## config.mk

```make
export PLATFORM = sky130hd
export DESIGN_NAME = dram_refresh_seq
export DESIGN_NICKNAME = d
export VERILOG_FILES = /design/src/rtl/dram_ref_pkg.sv /design/src/rtl/ref_down_timer.sv /design/src/rtl/ref_slack_guard.sv /design/src/rtl/ref_cbr_seq.sv /design/src/rtl/dram_refresh_seq.sv
export SDC_FILE = /design/constraint.sdc
export NUM_CORES = 1
export LEC_CHECK = 0
export BUFFER_PORTS_ARGS = -buffer_cell sky130_fd_sc_hd__buf_2
export CAP_MARGIN = 0
export CORE_ASPECT_RATIO = 0.5
export CORE_MARGIN = 3
export CORE_UTILIZATION = 53
export DETAILED_ROUTE_END_ITERATION = 16
export PLACE_DENSITY = 0.7
export SYNTH_ARGS = -nofsm -noshare
export SYNTH_HDL_FRONTEND = slang
export SYNTH_HIERARCHICAL = 1
export SYNTH_SLANG_ARGS = --single-unit
```

## constraint.sdc

```tcl
create_clock -name clk -period 6.7 [get_ports clk]
set_input_delay 0.67 -clock clk [delete_from_list [all_inputs] [get_ports clk]]
set_output_delay 0.67 -clock clk [all_outputs]
set_load 0.05 [all_outputs]
```

## src/rtl/dram_ref_pkg.sv

```systemverilog
package dram_ref_pkg;

  typedef enum logic [1:0] {
    ST_PAUSE = 2'd0,
    ST_WAKE  = 2'd1,
    ST_RUN   = 2'd2
  } seq_state_e;

  typedef enum logic [1:0] {
    PH_IDLE = 2'd0,
    PH_CAS  = 2'd1,
    PH_RAS  = 2'd2,
    PH_PRE  = 2'd3
  } cbr_phase_e;

endpackage

```

## src/rtl/ref_down_timer.sv

```systemverilog
module ref_down_timer #(
  parameter int unsigned WIDTH   = 16,
  parameter int unsigned RST_VAL = 100
) (
  input  logic             clk,
  input  logic             rst_n,
  input  logic             load,
  input  logic [WIDTH-1:0] load_val,
  input  logic             en,
  output logic             zero
);

  logic [WIDTH-1:0] cnt_q, cnt_d;

  always_comb begin
    cnt_d = cnt_q;
    if (load) begin
      cnt_d = load_val;
    end else if (en && (cnt_q != '0)) begin
      cnt_d = cnt_q - 1'b1;
    end
  end

  always_ff @(posedge clk or negedge rst_n) begin
    if (!rst_n) begin
      cnt_q <= WIDTH'(RST_VAL);
    end else begin
      cnt_q <= cnt_d;
    end
  end

  assign zero = (cnt_q == '0);

endmodule

```

## src/rtl/ref_slack_guard.sv

```systemverilog
module ref_slack_guard #(
  parameter int unsigned SLACK_CYC = 16
) (
  input  logic clk,
  input  logic rst_n,
  input  logic clear,
  input  logic count_en,
  output logic expired
);

  localparam int unsigned SW = $clog2(SLACK_CYC + 1);

  logic [SW-1:0] wait_q, wait_d;

  always_comb begin
    wait_d = wait_q;
    if (clear) begin
      wait_d = '0;
    end else if (count_en) begin
      wait_d = wait_q + 1'b1;
    end
  end

  always_ff @(posedge clk or negedge rst_n) begin
    if (!rst_n) begin
      wait_q <= '0;
    end else begin
      wait_q <= wait_d;
    end
  end

  assign expired = count_en && (wait_q == SW'(SLACK_CYC - 1));

endmodule

```

## src/rtl/ref_cbr_seq.sv

```systemverilog
module ref_cbr_seq
  import dram_ref_pkg::*;
#(
  parameter int unsigned CAS_LEAD    = 3,
  parameter int unsigned RAS_LOW_CYC = 15,
  parameter int unsigned RAS_PRE_CYC = 10,
  parameter logic [1:0]  CAS_MASK    = 2'b11
) (
  input  logic clk,
  input  logic rst_n,
  input  logic start,
  output logic busy,
  output logic done,
  output logic ras_n,
  output logic lcas_n,
  output logic ucas_n
);

  localparam int unsigned MX1 = (CAS_LEAD > RAS_LOW_CYC) ? CAS_LEAD : RAS_LOW_CYC;
  localparam int unsigned MX  = (MX1 > RAS_PRE_CYC) ? MX1 : RAS_PRE_CYC;
  localparam int unsigned CW  = $clog2(MX + 1);
  localparam logic [1:0]  EFF_MASK = (CAS_MASK == 2'b00) ? 2'b11 : CAS_MASK;

  cbr_phase_e    ph_q, ph_d;
  logic [CW-1:0] cnt_q, cnt_d;
  logic          cas_low;
  logic [1:0]    lane_n;

  always_comb begin
    ph_d  = ph_q;
    cnt_d = cnt_q;
    unique case (ph_q)
      PH_IDLE: begin
        if (start) begin
          ph_d  = PH_CAS;
          cnt_d = CW'(CAS_LEAD - 1);
        end
      end
      PH_CAS: begin
        if (cnt_q == '0) begin
          ph_d  = PH_RAS;
          cnt_d = CW'(RAS_LOW_CYC - 1);
        end else begin
          cnt_d = cnt_q - 1'b1;
        end
      end
      PH_RAS: begin
        if (cnt_q == '0) begin
          ph_d  = PH_PRE;
          cnt_d = CW'(RAS_PRE_CYC - 1);
        end else begin
          cnt_d = cnt_q - 1'b1;
        end
      end
      PH_PRE: begin
        if (cnt_q == '0) begin
          ph_d = PH_IDLE;
        end else begin
          cnt_d = cnt_q - 1'b1;
        end
      end
      default: ph_d = PH_IDLE;
    endcase
  end

  always_ff @(posedge clk or negedge rst_n) begin
    if (!rst_n) begin
      ph_q  <= PH_IDLE;
      cnt_q <= '0;
    end else begin
      ph_q  <= ph_d;
      cnt_q <= cnt_d;
    end
  end

  assign busy    = (ph_q != PH_IDLE);
  assign done    = (ph_q == PH_PRE) && (cnt_q == '0);
  assign ras_n   = (ph_q != PH_RAS);
  assign cas_low = (ph_q == PH_CAS) || (ph_q == PH_RAS);

  for (genvar g = 0; g < 2; g++) begin : g_lane
    if (EFF_MASK[g]) begin : g_on
      assign lane_n[g] = !cas_low;
    end else begin : g_off
      assign lane_n[g] = 1'b1;
    end
  end

  assign lcas_n = lane_n[0];
  assign ucas_n = lane_n[1];

  // Checking counters for strobe widths
  logic [CW:0] lo_run_q;
  logic [CW:0] hi_run_q;

  always_ff @(posedge clk or negedge rst_n) begin
    if (!rst_n) begin
      lo_run_q <= '0;
      hi_run_q <= (CW+1)'(RAS_PRE_CYC);
    end else begin
      lo_run_q <= ras_n ? '0 : lo_run_q + 1'b1;
      if (!ras_n) begin
        hi_run_q <= '0;
      end else if (hi_run_q < (CW+1)'(RAS_PRE_CYC)) begin
        hi_run_q <= hi_run_q + 1'b1;
      end
    end
  end

  AST_CBR_ORDER: assert property (@(posedge clk) disable iff (!rst_n)
    $fell(ras_n) |-> ($past(!lcas_n || !ucas_n) && (!lcas_n || !ucas_n)));
  AST_CAS_HELD: assert property (@(posedge clk) disable iff (!rst_n)
    !ras_n |-> (!lcas_n || !ucas_n));
  AST_RAS_WIDTH: assert property (@(posedge clk) disable iff (!rst_n)
    $rose(ras_n) |-> (lo_run_q == (CW+1)'(RAS_LOW_CYC)));
  AST_PRECHARGE: assert property (@(posedge clk) disable iff (!rst_n)
    $fell(ras_n) |-> (hi_run_q >= (CW+1)'(RAS_PRE_CYC)));

endmodule

```

## src/rtl/dram_refresh_seq.sv

```systemverilog
module dram_refresh_seq
  import dram_ref_pkg::*;
#(
  parameter int unsigned PAUSE_CYC    = 50000,
  parameter int unsigned WAKE_CNT     = 8,
  parameter int unsigned INTERVAL_CYC = 3900,
  parameter int unsigned SLACK_CYC    = 1000,
  parameter int unsigned CAS_LEAD     = 3,
  parameter int unsigned RAS_LOW_CYC  = 15,
  parameter int unsigned RAS_PRE_CYC  = 10,
  parameter logic [1:0]  CAS_MASK     = 2'b11
) (
  input  logic clk,
  input  logic rst_n,
  input  logic bus_gnt,
  output logic bus_req,
  output logic drv_en,
  output logic ras_n,
  output logic lcas_n,
  output logic ucas_n,
  output logic init_done,
  output logic deadline_miss
);

  localparam int unsigned TMAX = (PAUSE_CYC > INTERVAL_CYC) ? PAUSE_CYC : INTERVAL_CYC;
  localparam int unsigned TW   = $clog2(TMAX + 1);
  localparam int unsigned WW   = $clog2(WAKE_CNT + 1);

  seq_state_e    st_q, st_d;
  logic [WW-1:0] wake_q, wake_d;
  logic          pend_q, pend_d;
  logic          init_q, init_d;
  logic          miss_q, miss_d;

  logic          tmr_load, tmr_en, tmr_zero;
  logic [TW-1:0] tmr_val;
  logic          tick, need, start;
  logic          slack_cnt_en, slack_exp;
  logic          seq_busy, seq_done;

  ref_down_timer #(
    .WIDTH   (TW),
    .RST_VAL (PAUSE_CYC - 1)
  ) u_timer (
    .clk      (clk),
    .rst_n    (rst_n),
    .load     (tmr_load),
    .load_val (tmr_val),
    .en       (tmr_en),
    .zero     (tmr_zero)
  );

  ref_slack_guard #(
    .SLACK_CYC (SLACK_CYC)
  ) u_slack (
    .clk      (clk),
    .rst_n    (rst_n),
    .clear    (tick),
    .count_en (slack_cnt_en),
    .expired  (slack_exp)
  );

  ref_cbr_seq #(
    .CAS_LEAD    (CAS_LEAD),
    .RAS_LOW_CYC (RAS_LOW_CYC),
    .RAS_PRE_CYC (RAS_PRE_CYC),
    .CAS_MASK    (CAS_MASK)
  ) u_seq (
    .clk    (clk),
    .rst_n  (rst_n),
    .start  (start),
    .busy   (seq_busy),
    .done   (seq_done),
    .ras_n  (ras_n),
    .lcas_n (lcas_n),
    .ucas_n (ucas_n)
  );

  assign need  = (st_q == ST_WAKE) || ((st_q == ST_RUN) && pend_q);
  assign start = need && bus_gnt && !seq_busy;
  assign tick  = (st_q == ST_RUN) && tmr_zero;
  assign slack_cnt_en = (st_q == ST_RUN) && pend_q && !start && !tick;

  always_comb begin
    st_d     = st_q;
    wake_d   = wake_q;
    pend_d   = pend_q;
    init_d   = init_q;
    miss_d   = miss_q;
    tmr_load = 1'b0;
    tmr_val  = TW'(INTERVAL_CYC - 1);
    tmr_en   = 1'b0;
    unique case (st_q)
      ST_PAUSE: begin
        tmr_en = 1'b1;
        if (tmr_zero) begin
          st_d   = ST_WAKE;
          wake_d = WW'(WAKE_CNT);
        end
      end
      ST_WAKE: begin
        if (seq_done) begin
          if (wake_q == WW'(1)) begin
            st_d     = ST_RUN;
            init_d   = 1'b1;
            pend_d   = 1'b0;
            tmr_load = 1'b1;
          end else begin
            wake_d = wake_q - 1'b1;
          end
        end
      end
      ST_RUN: begin
        tmr_en = 1'b1;
        if (tick) begin
          tmr_load = 1'b1;
          pend_d   = 1'b1;
        end else if (start) begin
          pend_d = 1'b0;
        end else if (pend_q && slack_exp) begin
          miss_d = 1'b1;
          init_d = 1'b0;
          pend_d = 1'b0;
          st_d   = ST_WAKE;
          wake_d = WW'(WAKE_CNT);
        end
      end
      default: st_d = ST_PAUSE;
    endcase
  end

  always_ff @(posedge clk or negedge rst_n) begin
    if (!rst_n) begin
      st_q   <= ST_PAUSE;
      wake_q <= '0;
      pend_q <= 1'b0;
      init_q <= 1'b0;
      miss_q <= 1'b0;
    end else begin
      st_q   <= st_d;
      wake_q <= wake_d;
      pend_q <= pend_d;
      init_q <= init_d;
      miss_q <= miss_d;
    end
  end

  assign bus_req       = need || seq_busy;
  assign drv_en        = seq_busy;
  assign init_done     = init_q;
  assign deadline_miss = miss_q;

  AST_IDLE_QUIET: assert property (@(posedge clk) disable iff (!rst_n)
    !drv_en |-> (ras_n && lcas_n && ucas_n));
  AST_GNT_BEFORE_DRIVE: assert property (@(posedge clk) disable iff (!rst_n)
    $rose(drv_en) |-> $past(bus_gnt && bus_req));
  AST_REQ_COVERS_DRIVE: assert property (@(posedge clk) disable iff (!rst_n)
    drv_en |-> bus_req);
  AST_INIT_ONLY_RUN: assert property (@(posedge clk) disable iff (!rst_n)
    init_done |-> (st_q == ST_RUN));
  AST_MISS_DROPS_INIT: assert property (@(posedge clk) disable iff (!rst_n)
    $rose(deadline_miss) |-> !init_done);
  AST_MISS_STICKY: assert property (@(posedge clk) disable iff (!rst_n)
    $past(deadline_miss) |-> deadline_miss);

endmodule

```

## Word-level counts from Yosys, hierarchy flattened

Cells that the tools add are included.

| word-level totals | value |
|---|---|
| output and inout bits | 7 |
| logic and storage cells | 115 |
| bits of input ports | 3 |
| register bits after elaboration | 41 |

| cells by class | value |
|---|---|
| reductions and logical operators | 35 |
| add/sub/neg operators | 4 |
| mux-type cells | 44 |
| bitwise gates (word level) | 2 |
| eq/ne operators | 21 |

Operator list:

| operator | count |
|---|---|
| 4-bit 2-to-1 mux | 10 |
| 16-bit 2-to-1 mux | 2 |
| 10-bit 2-to-1 mux | 2 |
| 2-bit 2-to-1 mux | 10 |
| 16-bit zero test | 1 |
| 2-bit != test (second input constant) | 8 |
| 4-bit one-hot mux with 4 select lines | 1 |
| 16-bit nonzero test | 1 |
| 16-bit by 1-bit subtractor with 16-bit output (second input constant) | 1 |
| 1-bit 2-to-1 mux | 13 |
| 4-bit one-hot mux with 3 select lines | 1 |
| 4-bit AND reduction | 3 |
| 6-bit AND reduction | 2 |
| 10-bit by 1-bit adder with 10-bit output (second input constant) | 1 |
| 10-bit == test (second input constant) | 1 |
| 1-bit logical AND | 10 |
| 2-bit by 1-bit != test with 1-bit output (second input constant) | 5 |
| 2-bit one-hot mux with 4 select lines | 1 |
| 2-bit nonzero test | 4 |
| 4-bit by 1-bit subtractor with 4-bit output (second input constant) | 2 |
| 7-bit AND reduction | 1 |
| 2-bit == test (second input constant) | 3 |
| 1-bit one-hot mux with 2 select lines | 3 |
| 2-bit one-hot mux with 3 select lines | 1 |
| 11 further kinds | 19 |

## Longest topological paths before layout

Gate-level depths: netlist (run 1).

| depth | value |
|---|---|
| word-level depth | 14 |
| gate-level depth with buffers | 14 |
| depth with buffers taken out | 12 |

## By module

The synthesis (run 1) kept the hierarchy.

Modules (own cells, without submodules):

| module | cells each | instances | sequential area each (sq um) | area each (sq um) |
|---|---|---|---|---|
| ref_down_timer | 124 | 1 | 411.6 | 1074.8 |
| dram_refresh_seq | 71 | 1 | 225.2 | 640.6 |
| ref_slack_guard | 52 | 1 | 250.2 | 518.0 |
| ref_cbr_seq | 55 | 1 | 150.1 | 495.5 |

## Worst setup path after synthesis (run 1)

OpenSTA, ideal clock, no wires.

| timing path | value |
|---|---|
| path kind | register to register |
| start point | register u_seq.ph_q[0] |
| end point | register wake_q[2] |
| path buffers | 2 |
| arrival | 2.865 ns |
| library setup time | 0.087 ns |
| setup slack | 3.749 ns |
| cell stages (with the launch flop) | 15 |
| data required time | 6.613 ns |
| clock period less this slack | 2.951 ns |
| cells stage by stage | dfrtp_1 -> inv_1 -> ha_1 -> inv_1 -> or2b_1 -> nand3_1 -> nor2_1 -> buf_4 -> nand3_1 -> nor3_1 -> nand2_1 -> o31a_1 -> or3_1 -> buf_2 -> o211ai_1 |

| between the ends | value |
|---|---|
| cells in the longest elaborated chain, start to end | 10 |
| elaborated cells on any way between the ends | 14 |
| classes of those cells | eq/ne (4); reduce/logical (10) |

RTL lines:

| what | line | RTL |
|---|---|---|
| start: declaration | ref_cbr_seq.sv:24 | `cbr_phase_e ph_q, ph_d;` |
| start signal: assignment | ref_cbr_seq.sv:71 | `ph_q <= ph_d;` |
| 2-bit nonzero test | ref_cbr_seq.sv:76 | `assign busy = (ph_q != PH_IDLE);` |
| net drv_en | dram_refresh_seq.sv:17 | `output logic drv_en,` |
| 1-bit zero test | dram_refresh_seq.sv:80 | `assign start = need && bus_gnt && !seq_busy;` |
| 1-bit logical AND | dram_refresh_seq.sv:80 |  |
| 1-bit zero test | dram_refresh_seq.sv:82 | `assign slack_cnt_en = (st_q == ST_RUN) && pend_q && !start && !tick;` |
| 1-bit logical AND (2 in series) | dram_refresh_seq.sv:82 |  |
| net slack_cnt_en | dram_refresh_seq.sv:38 | `logic slack_cnt_en, slack_exp;` |
| 1-bit logical AND | ref_slack_guard.sv:32 | `assign expired = count_en && (wait_q == SW'(SLACK_CYC - 1));` |
| net slack_exp | dram_refresh_seq.sv:38 |  |
| 1-bit logical AND | dram_refresh_seq.sv:120 | `end else if (pend_q && slack_exp) begin` |
| 2-bit by 1-bit != test with 1-bit output (no source line) | - |  |
| 7-bit AND reduction (no source line) | - |  |
| end signal: assignment | dram_refresh_seq.sv:141 | `wake_q <= wake_d;` |
| end: declaration | dram_refresh_seq.sv:30 | `logic [WW-1:0] wake_q, wake_d;` |

The timed path passes the listed nets, and every way through them passes these cells.
A chain may end at the register's enable or synchronous reset.

## Worst setup path after layout (run 1)

| timing path | value |
|---|---|
| start point | register u_timer.cnt_q[0] |
| end point | register wake_q[3] |

| between the ends | value |
|---|---|
| cells in the longest elaborated chain, start to end | 8 |
| elaborated cells on any way between the ends | 10 |
| classes of those cells | eq/ne (3); reduce/logical (7) |

RTL lines:

| what | line | RTL |
|---|---|---|
| start: declaration | ref_down_timer.sv:13 | `logic [WIDTH-1:0] cnt_q, cnt_d;` |
| start signal: assignment | ref_down_timer.sv:26 | `cnt_q <= WIDTH'(RST_VAL);` |
| start signal: assignment | ref_down_timer.sv:28 | `cnt_q <= cnt_d;` |
| 16-bit zero test | ref_down_timer.sv:32 | `assign zero = (cnt_q == '0);` |
| net tmr_zero | dram_refresh_seq.sv:35 | `logic tmr_load, tmr_en, tmr_zero;` |
| 1-bit logical AND | dram_refresh_seq.sv:81 | `assign tick = (st_q == ST_RUN) && tmr_zero;` |
| 1-bit zero test | dram_refresh_seq.sv:82 |  |
| 1-bit logical AND | dram_refresh_seq.sv:82 |  |
| net slack_cnt_en | dram_refresh_seq.sv:38 |  |
| 1-bit logical AND | ref_slack_guard.sv:32 |  |
| net slack_exp | dram_refresh_seq.sv:38 |  |
| 1-bit logical AND | dram_refresh_seq.sv:120 |  |
| 2-bit by 1-bit != test with 1-bit output (no source line) | - |  |
| 7-bit AND reduction (no source line) | - |  |

The timed path passes the listed nets, and every way through them passes these cells.

==> results of run 1 <==
==> metrics by stage <==
stage          hold slack [ns]  utilization, %  std cells  setup WS [ns]  power, mW
2_1_floorplan           0.3744               -        316          3.749     0.8477
5_1_grt                 0.4970           62.91        390          2.871      1.204
3_3_place_gp            0.4555           61.15        382          3.392     0.9308
6_report                0.4621           62.91        390          3.208      1.113
3_5_place_dp            0.4487           61.15        382          3.220     0.9552
4_1_cts                 0.4691           62.91        390          3.209      1.121
==> power groups by stage <==
stage | combinational (mW) | sequential, mW | clock [mW]
final | 0.579 | 0.375 | 0.159
after global routing | 0.642 | 0.386 | 0.176
after CTS | 0.581 | 0.374 | 0.167
after detailed placement | 0.578 | 0.377 | 0
after global placement | 0.556 | 0.374 | 0
after floorplan | 0.486 | 0.362 | 0
==> logic make-up (layout without fill, tap and decap cells) <==
logic type / Yosys count / after routing / synth area share, %
AO/OA/AOI/OAI: 75 / 75 / 19.03
XOR/XNOR: 6 / 6 / 1.926
adder cells (fa/ha/maj): 16 / 16 / 7.336
buffers and inverters: 31 / 39 / 4.906
flip-flops: 41 / 41 / 38.01
multiplexers: 8 / 8 / 3.026
other: 2 / 16 / 0.2752
AND/OR/NAND/NOR: 123 / 123 / 25.49
==> synthesized netlist by cell type, types with 7 or more instances <==
| cell type | number |
|---|---|
| a21oi_1 | 19 |
| nor2_1 | 25 |
| nand2_1 | 26 |
| ha_1 | 16 |
| nor3_1 | 7 |
| a31oi_1 | 8 |
| nand3_1 | 7 |
| o31ai_1 | 7 |
| o21ai_0 | 10 |
| dfstp_2 | 9 |
| inv_1 | 21 |
| dfrtp_1 | 32 |
| or4_1 | 9 |
==> final cells by class <==
| type | instances | area, µm² | area share (%) |
|---|---|---|---|
| clock buffer | 6 | 72.57 | 2.465 |
| clock inverter | 2 | 10.01 | 0.3400 |
| inverter | 21 | 78.83 | 2.677 |
| multi-input combinational | 244 | 1610 | 54.70 |
| sequential | 41 | 1037 | 35.23 |
| tap | 66 | 82.58 | 2.805 |
| timing repair buffer | 10 | 52.55 | 1.785 |
==> metal layers <==
metal / wire [µm] / up-vias
met3: 235 / 7
met5: 0 / -
met2: 2428 / 34
li1: - / 1126
met4: 44 / 0
met1: 2646 / 1062
==> flip-flops by register name (all words and copies together) (netlist names) <==
| register | flops |
|---|---|
| u_seq/ph_q | 2 |
| u_slack/wait_q | 10 |
| st_q | 2 |
| pend_q | 1 |
| init_done | 1 |
| deadline_miss | 1 |
| wake_q | 4 |
| u_timer/cnt_q | 16 |
| u_seq/cnt_q | 4 |
==> final timing paths <==
path	end	slack [ns]	cells past startpoint
max in group asynchronous	u_slack/wait_q[0]$_DFFE_PN0P_	5.63	1
hold / removal	deadline_miss$_DFFE_PN0P_	0.46	1
hold reg to reg	deadline_miss$_DFFE_PN0P_	0.46	1
min in group asynchronous	u_timer/cnt_q[7]$_DFFE_PN0P_	0.50	1
setup / recovery	wake_q[3]$_DFFE_PN0P_	3.21	12
setup reg to reg	wake_q[3]$_DFFE_PN0P_	3.21	12
==> layout by cell type, fill, tap and decap left out, types with 6 or more instances in the layout <==
cell and instances:
mux2i_1 6, buf_2 9, o21ai_0 10, a31oi_1 8
dfstp_2 9, ha_1 16, conb_1 16, inv_1 21
nand3_1 7, nand4_1 6, nor2b_1 6, or4_1 9
dfrtp_1 32, o31ai_1 7, nor2_1 25, nand2_1 26
o21ai_1 6, a21oi_1 19, nor3_1 7
==> flow_summary.yaml, run 1 <==
sta:
  fin_crit_ns: 3.492
  finalSetupViolCount: 0
  max_freq_mhz: 286.4
  fin_crit_sh_pct: 52.12
  rsz0062_at_grt: "no"
  slew_headroom_pct: 39.49
  drv_slew: 0
  tns_ns: 0
  hold_viol_final: 0
  finClkSkew_ns: 0.009899
  tightest_slew_ns: 0.9077
cts:
  tritoncts: "built"
  postCtsHoldBufs: 0
  path_clk_slew_ns: 0.08
  cts_num_sinks: 41
  clock_latency_ns: 0.29
  cts-resized-gates: 0
  cts_max_path_buffers: 2
  cts-buffers-inserted: 5
  htreeDepth: 2
  postCtsSetupBuffers: 0
  root_buffer: "clkbuf_8"
setup_path:
  worst-setup-path-type: "reg -> reg"
  cp_top_family: "simple AND/OR/NAND/NOR gates"
  crit_fanout: 8
  critPathLaunch: "u_timer/cnt_q[0]$_DFFE_PN1P_"
  cp_common_cell: "inv_1"
  slowest_stage: "dfstp_2"
  regToRegStartpoint: "u_timer/cnt_q[0]$_DFFE_PN1P_"
  critPathLaunchType: "flip-flop"
  crit_buf_inv: 2
  critPathArrivalTime_ns: 3.70
  slowest_delay_ns: 0.54
  required_ns: 6.91
  worst_setup_path_end_kind: "flip-flop"
  crit_chain: "inv_1 -> ha_1 -> nor4b_1 -> nand4_1 -> inv_1 -> nor2_1 -> nand3_1 -> nor3_1 -> nand2_1 -> o31a_1 -> or3_1 -> a21oi_1"
floorplan:
  die_h_um: 56.74
  core-area_um2: 4679
  design.portCount: 10
  num_rows: 17
  initial_core_util_pct: 58.32
  die_w_um: 107.5
  design.die.area_um2: 6098
power:
  combPwrFrac_pct: 52.0
  p_int_mw: 0.6198
  p_seq_share_pct: 33.7
  vdd_drop_max_uv: 372.3
  power_leakage_nw: 1.251
  p_switching_mw: 0.4936
  pwr-share-clk_pct: 14.3
  power_density_nw_per_um2: 378.2
  swShare_pct: 44.33
global_routing:
  grt_pass1_vias: 2150
  met1_usage_pct: 25.05
  grt-ovfl-total: 0
  top_usage_layer: "met2"
  grt_use_met3_pct: 5.511
  grt_pass1_wl_um: 9480
  gr-usage-met2_pct: 32.18
  grt_antenna_before_repair: 0
  grt_use_total_pct: 19.28
  grt_max_degree: 42
status:
  status: "finished, final reports clean"
cells_and_area:
  final_nets: 342
  antenna_cells: 0
  drive_gt1_share_pct: 12.04
  fin_area_um2: 2944
  syn2layout_area_growth_pct: 7.886
  n_fill_cell: 399
detailed_routing:
  drtIter0Drc: 121
  remaining_drc_errors: 0
  viasPerCell: 5.715
  drt_pass1_iterations: 4
  wire_per_inst_um: 13.73
  num_vias: 2229
  routed_wirelength_um: 5354
  drtAntennaViolNets: 0
synth:
  synth_top_area_share_pct: 29.34
  syn-instance-count: 302
  synth_top_cell_by_area: "dfrtp_1"
  synth_seq_cells: 41
  synth.avg_cell_area_um2: 9.036
  synth.distinct_cells: 64
  synth_enable_flop_cells: 0
  synthFlopType: "dfrtp_1"
  yosysWarnings: 6
  ys_seq_area_share_pct: 38.01
  synth_area_leaders: "dfrtp_1 (29%), dfstp_2 (8.7%), ha_1 (7.3%), nand2_1 (3.6%), a21oi_1 (3.5%)"
  synthesis.area_um2: 2729
  async_flop_share_pct: 100.0
placement:
  port_buffers: 9
  place_congestion: 0.8022
  placed_cell_area_um2: 2861
  dp_hpwl_um: 3908
job:
  cap_violations: 0
min_path:
  hold_path.class: "reg -> reg"
  worstHoldStart: "deadline_miss$_DFFE_PN0P_"
Power figures use the tool's default switching activity.
==> inputs of run 2 (changes only) <==
Settings changed: ABC_AREA set to 1.
Clock period 6.7 ns to 3.3 ns, I/O delays scaled along.
==> run 2 against run 1 <==
Clock skew fell by 0.0033 ns. Cell count rose by 35%. Global-route usage grew 2.2 points. Routed wire length grew 20%. Register-to-register slack got worse by 2.7 ns. Design area increased by 16%. Setup slack worse by 2.7 ns. Maximum frequency rose by 23%. Non-clock buffer count unchanged. Synthesized area increased by 13%.
==> flow_summary.yaml, run 2 <==
cells_and_area:
  most-common-layout-cells: "nand2_1 (120), inv_1 (50), nor2_1 (49)"
  mostFrequentLayoutCell: "nand2_1"
  fin_area_um2: 3413
  top_register: "u_timer/cnt_q"
  top_regs: "u_timer/cnt_q (16), u_slack/wait_q (10)"
  antenna_cells: 0
  largest_reg_flops: 16
  n_fill_cell: 464
  syn2layout_area_growth_pct: 10.40
  drive_gt1_share_pct: 18.46
  final_nets: 473
power:
  pwr-share-clk_pct: 50.7
  combPwrFrac_pct: 1.3
  vdd_drop_max_uv: 306.3
  power_leakage_nw: 1.726
  p_switching_mw: 0.2223
  swShare_pct: 21.23
  power_density_nw_per_um2: 306.8
  p_int_mw: 0.8249
  p_seq_share_pct: 48.1
  total_power_mw: 1.047
detailed_routing:
  wire_per_inst_um: 12.25
  drtAntennaViolNets: 0
  viasPerCell: 5.149
  routed_wirelength_um: 6433
  drt_pass1_iterations: 4
  remaining_drc_errors: 0
  num_vias: 2703
  drtIter0Drc: 218
synth:
  synth.avg_cell_area_um2: 7.207
  synthesis.area_um2: 3092
  ys_seq_area_share_pct: 33.55
  synth_enable_flop_cells: 0
  synth_common_cells: "nand2_1 (120), inv_1 (50), nor2_1 (50)"
  synth.distinct_cells: 37
  syn-instance-count: 429
  yosysWarnings: 6
  synth_seq_cells: 41
  synth_top_cell_by_area: "dfrtp_1"
  synthFlopType: "dfrtp_1"
  yosysMostFrequentCell: "nand2_1"
  synth_top_area_share_pct: 25.90
  synth_area_leaders: "dfrtp_1 (26%), nand2_1 (15%), dfstp_2 (7.6%), nand3_1 (7.4%), ha_1 (6.5%)"
  async_flop_share_pct: 100.0
global_routing:
  grt_pass1_vias: 2626
  grt_use_total_pct: 21.47
  grt_pass1_wl_um: 11500
  grt_max_degree: 42
  grt-ovfl-total: 0
  grt_antenna_before_repair: 0
placement:
  port_buffers: 9
  dp_hpwl_um: 4656
  placed_cell_area_um2: 3242
  dpl_worst_slack_ns: 0.1514
  place_congestion: 0.8755
sta:
  tns_ns: 0
  tightest_slew_ns: 0.9410
  rsz0062_at_grt: "no"
  fin_crit_ns: 2.840
  hold_viol_final: 0
  worst_slack_ns: 0.4602
  finClkSkew_ns: 0.006565
  fin_hold_ws_ns: 0.1804
  fin_crit_sh_pct: 86.06
  max_freq_mhz: 352.1
  drv_slew: 0
  slew_headroom_pct: 37.27
  finalSetupViolCount: 0
setup_path:
  regToRegSetupSlack_ns: 0.46
  worst-setup-path-type: "reg -> reg"
  regToRegStartpoint: "u_timer/cnt_q[0]$_DFFE_PN1P_"
  r2r_end: "wake_q[3]$_DFFE_PN0P_"
  rr_worst_depth: 20
  critPathLaunchType: "flip-flop"
  critPathArrivalTime_ns: 3.02
  crit_fanout: 5
  required_ns: 3.48
  worst_setup_path_end_kind: "flip-flop"
floorplan:
  die_h_um: 60.01
  die_w_um: 114.0
  initial_core_util_pct: 58.67
  num_rows: 18
  design.portCount: 10
  core-area_um2: 5270
  design.die.area_um2: 6841
status:
  status: "finished, final reports clean"
cts:
  cts_max_path_buffers: 2
  clock_latency_ns: 0.29
  cts-buffers-inserted: 5
  htreeDepth: 2
  tritoncts: "built"
  cts_num_sinks: 41
  path_clk_slew_ns: 0.06
  root_buffer: "clkbuf_16"
  postCtsSetupBuffers: 0
min_path:
  hold_path.class: "in -> async"
job:
  cap_violations: 0
==> run 2: metrics by stage <==
| stage | utilization [%] | instances |
|---|---|---|
| detailed placement | 61.51 | 517 |
| global placement | 61.51 | 517 |
| finish | 64.77 | 525 |
| floorplan | - | 443 |
| global route | 64.77 | 525 |
| CTS | 64.51 | 525 |
==> run 2: worst max path at each step <==
| stage | start | end | slack, ns | cells past startpoint |
|---|---|---|---|---|
| final | u_timer/cnt_q[0]$_DFFE_PN1P_ | wake_q[3]$_DFFE_PN0P_ | 0.46 | 20 |
| after global routing | u_timer/cnt_q[0]$_DFFE_PN1P_ | wake_q[1]$_DFFE_PN0P_ | 0.05 | 19 |
| after CTS | u_timer/cnt_q[0]$_DFFE_PN1P_ | wake_q[3]$_DFFE_PN0P_ | 0.12 | 20 |
| after floorplan | u_timer/cnt_q[0]$_DFFE_PN1P_ | wake_q[2]$_DFFE_PN0P_ | 0.54 | 20 |
| after global placement | u_timer/cnt_q[0]$_DFFE_PN1P_ | wake_q[0]$_DFFE_PN0P_ | 0.33 | 20 |
| after detailed placement | u_timer/cnt_q[0]$_DFFE_PN1P_ | wake_q[3]$_DFFE_PN0P_ | 0.15 | 20 |
==> run 2: logic make-up after synthesis <==
group           Yosys count  share of synthesized area, %
fa+ha+maj                16                         6.475
compound gates           31                         6.152
simple gates            268                         42.86
other cells               2                        0.2429
buf+inv                  62                         8.175
xor+xnor                  9                         2.549
flops                    41                         33.55
==> run 2: timing repair <==
item | 4_1_cts | 5_1_grt
setup endpoints to repair | 0 | 10
hold buffers | 0 | 0
hold endpoints to repair | 0 | 0
gates resized for setup | 0 | 4
==> run 2: area by class of cell <==
class                      count  area [µm²]  share of cell area [%]
clock buffer                   7       152.6                   4.472
sequential                    41        1037                   30.39
multi-input combinational    340        1868                   54.73
inverter                      56       210.2                   6.158
clock inverter                 1       5.005                  0.1466
tap                           70       87.58                   2.566
timing repair buffer          10       52.55                   1.540
==> run 2: worst max-delay path, stage by stage, from the launching register on <==
cell and delay (ns):
dfstp_2 0.53, inv_1 0.07, ha_1 0.25, inv_1 0.08
nor2_2 0.05, nand3_1 0.10, nor2_2 0.06, nand2_1 0.09
nor4_2 0.05, nand2_1 0.17, nand2_2 0.11, nor2_4 0.17
nand3_1 0.11, nor4_2 0.21, nand2_1 0.09, nand2_1 0.12
inv_1 0.07, nor2_1 0.18, nand3_4 0.11, nand2_1 0.08
nand2_1 0.04
==> run 2: layer usage <==
| layer | part of all wire (%) | wire length (µm) | global-route usage [%] |
|---|---|---|---|
| met4 | 1.1 | 68 | 6.261 |
| met2 | 47 | 3052 | 37.94 |
| met3 | 4.1 | 264 | 6.775 |
| met1 | 47 | 3048 | 25.61 |
| met5 | 0 | 0 | 0 |
==> run 2: power groups by stage <==
| stage | combinational, mW | clock (mW) | sequential, mW |
|---|---|---|---|
| floorplan | 0.00241 | 0 | 0.512 |
| detailed placement | 0.0143 | 0 | 0.512 |
| global route | 0.0168 | 0.566 | 0.503 |
| finish | 0.0136 | 0.530 | 0.503 |
| global placement | 0.0138 | 0 | 0.512 |
| CTS | 0.0143 | 0.543 | 0.503 |
==> inputs of run 3 (changes only) <==
Settings changed: PLACE_DENSITY 0.7 to not set, PLACE_DENSITY_LB_ADDON set to 0.12.
==> run 3 against run 2 <==
Clock skew down 0.0029 ns. Global-route usage down 0.77 points. Register-to-register slack got worse by 0.13 ns. Core utilization down 0.40 points. Setup slack worse by 0.13 ns. Worst hold slack better by 0.021 ns. Routed wire length shrank 1.9%. Clock power shrank 9.4%. Sequential power is essentially flat. Total power decreased by 4.9%. Critical path type unchanged. Critical endpoint is now wake_q[2]$_DFFE_PN0P_. Largest power group is now sequential cells.
==> flow_summary.yaml, run 3 (synthesis gave the netlist of run 2 again) <==
status:
  status: "finished, final reports clean"
setup_path:
  critPathArrivalTime_ns: 3.20
  worst-setup-path-type: "reg -> reg"
  crit_fanout: 5
  required_ns: 3.52
  cp_top_family: "simple AND/OR/NAND/NOR gates"
  cp_common_cell: "nand2_1"
  slowest_stage: "dfstp_2"
  slowest_delay_ns: 0.53
  crit_chain: "inv_1 -> ha_1 -> inv_1 -> nor2_2 -> nand3_1 -> nor2_2 -> nand2_1 -> nor4_2 -> nand2_1 -> nand2_2 -> nor2_1 -> nand3_1 -> nor4_1 -> nand2_1 -> nand2_1 -> nand4_1 -> nor2_1 -> nand3_1 -> nand2_1"
  crit_buf_inv: 2
  worst_setup_path_end_kind: "flip-flop"
  critPathLaunchType: "flip-flop"
placement:
  place_congestion: 0.8941
  place_inst: 518
  dp_hpwl_um: 4513
  port_buffers: 9
  placed_cell_area_um2: 3249
cells_and_area:
  mostFrequentLayoutCell: "nand2_1"
  antenna_cells: 0
  fin_area_um2: 3392
  top_register: "u_timer/cnt_q"
  drive_gt1_share_pct: 18.20
  finalNonFillerCells: 526
  top_regs: "u_timer/cnt_q (16), u_slack/wait_q (10)"
  most-common-layout-cells: "nand2_1 (120), inv_1 (50), nor2_1 (50)"
  largest_reg_flops: 16
  syn2layout_area_growth_pct: 9.713
  final_nets: 474
cts:
  cts_max_path_buffers: 2
  path_clk_slew_ns: 0.06
  postCtsSetupBuffers: 0
  clock_latency_ns: 0.28
  postCtsHoldBufs: 0
  cts-resized-gates: 0
  cts_num_sinks: 41
  tritoncts: "built"
  htreeDepth: 2
  root_buffer: "clkbuf_16"
  cts-buffers-inserted: 5
global_routing:
  grt_pass1_wl_um: 11320
  grt_antenna_before_repair: 0
  grt_max_degree: 42
  grt-ovfl-total: 0
  grt_use_total_pct: 20.70
  grt_pass1_vias: 2554
detailed_routing:
  wire_per_inst_um: 12.00
  num_vias: 2679
  remaining_drc_errors: 0
  drtIter0Drc: 143
  drtAntennaViolNets: 0
  drt_pass1_iterations: 4
  viasPerCell: 5.093
  routed_wirelength_um: 6311
sta:
  drv_slew: 0
  fin_crit_sh_pct: 90.11
  rsz0062_at_grt: "no"
  slew_headroom_pct: 36.32
  finalSetupViolCount: 0
  finClkSkew_ns: 0.003702
  max_freq_mhz: 336.3
  hold_viol_final: 0
  fin_crit_ns: 2.974
  tightest_slew_ns: 0.9553
  tns_ns: 0
floorplan:
  design.die.area_um2: 6841
  core-area_um2: 5270
  die_h_um: 60.01
  die_w_um: 114.0
  num_rows: 18
  design.portCount: 10
  initial_core_util_pct: 58.67
power:
  power_density_nw_per_um2: 293.8
  power_leakage_nw: 1.721
  vdd_drop_max_uv: 228.8
job:
  cap_violations: 0
min_path:
  hold_path.class: "in -> async"
[run 3: final timing paths]
kind | start | to | slack, ns | cells after the start
hold / removal | rst_n | u_timer/cnt_q[7]$_DFFE_PN0P_ | 0.20 | 1
max in group asynchronous | rst_n | u_slack/wait_q[5]$_DFFE_PN0P_ | 2.51 | 1
min in group clk | init_done$_DFFE_PN0P_ | init_done$_DFFE_PN0P_ | 0.46 | 2
setup reg to reg | u_timer/cnt_q[0]$_DFFE_PN1P_ | wake_q[2]$_DFFE_PN0P_ | 0.33 | 19
hold reg to reg | init_done$_DFFE_PN0P_ | init_done$_DFFE_PN0P_ | 0.46 | 2
setup / recovery | u_timer/cnt_q[0]$_DFFE_PN1P_ | wake_q[2]$_DFFE_PN0P_ | 0.33 | 19
[run 3: where the power goes]
group          switching (mW)  leakage (nW)  total [mW]  internal (mW)
combinational          0.0126          1.14      0.0136        0.00105
sequential                  0         0.515       0.503          0.503
clock                   0.202        0.0696       0.480          0.277
total                   0.215          1.72       0.996          0.782
[run 3: routing by layer]
metal	global-route usage (%)	wire length, µm
met5	0	0
met4	3.723	34
met3	4.550	300
met2	36.86	2983
met1	26.59	2992
[run 3: final cells by class]
class | instances | area, µm²
fillers | 440 | 1878
multi-input cells | 340 | 1854
flip-flops and latches | 41 | 1037
inverters | 56 | 210.2
clock buffers | 5 | 125.1
well taps | 70 | 87.58
repair buffers | 11 | 60.06
clock inverters | 3 | 17.52
[run 3: stage by stage]
| step | total power, mW | worst slack (ns) | hold slack (ns) | utilization [%] |
|---|---|---|---|---|
| after CTS | 1.015 | 0.3365 | 0.2216 | 64.36 |
| after global placement | 0.5257 | 0.6043 | 0.4487 | 61.66 |
| final | 0.9965 | 0.3264 | 0.2012 | 64.36 |
| after detailed placement | 0.5262 | 0.3982 | 0.4557 | 61.66 |
| after global routing | 1.035 | 0.07669 | 0.2851 | 64.36 |
| after floorplan | 0.5146 | 0.5360 | 0.03441 | - |
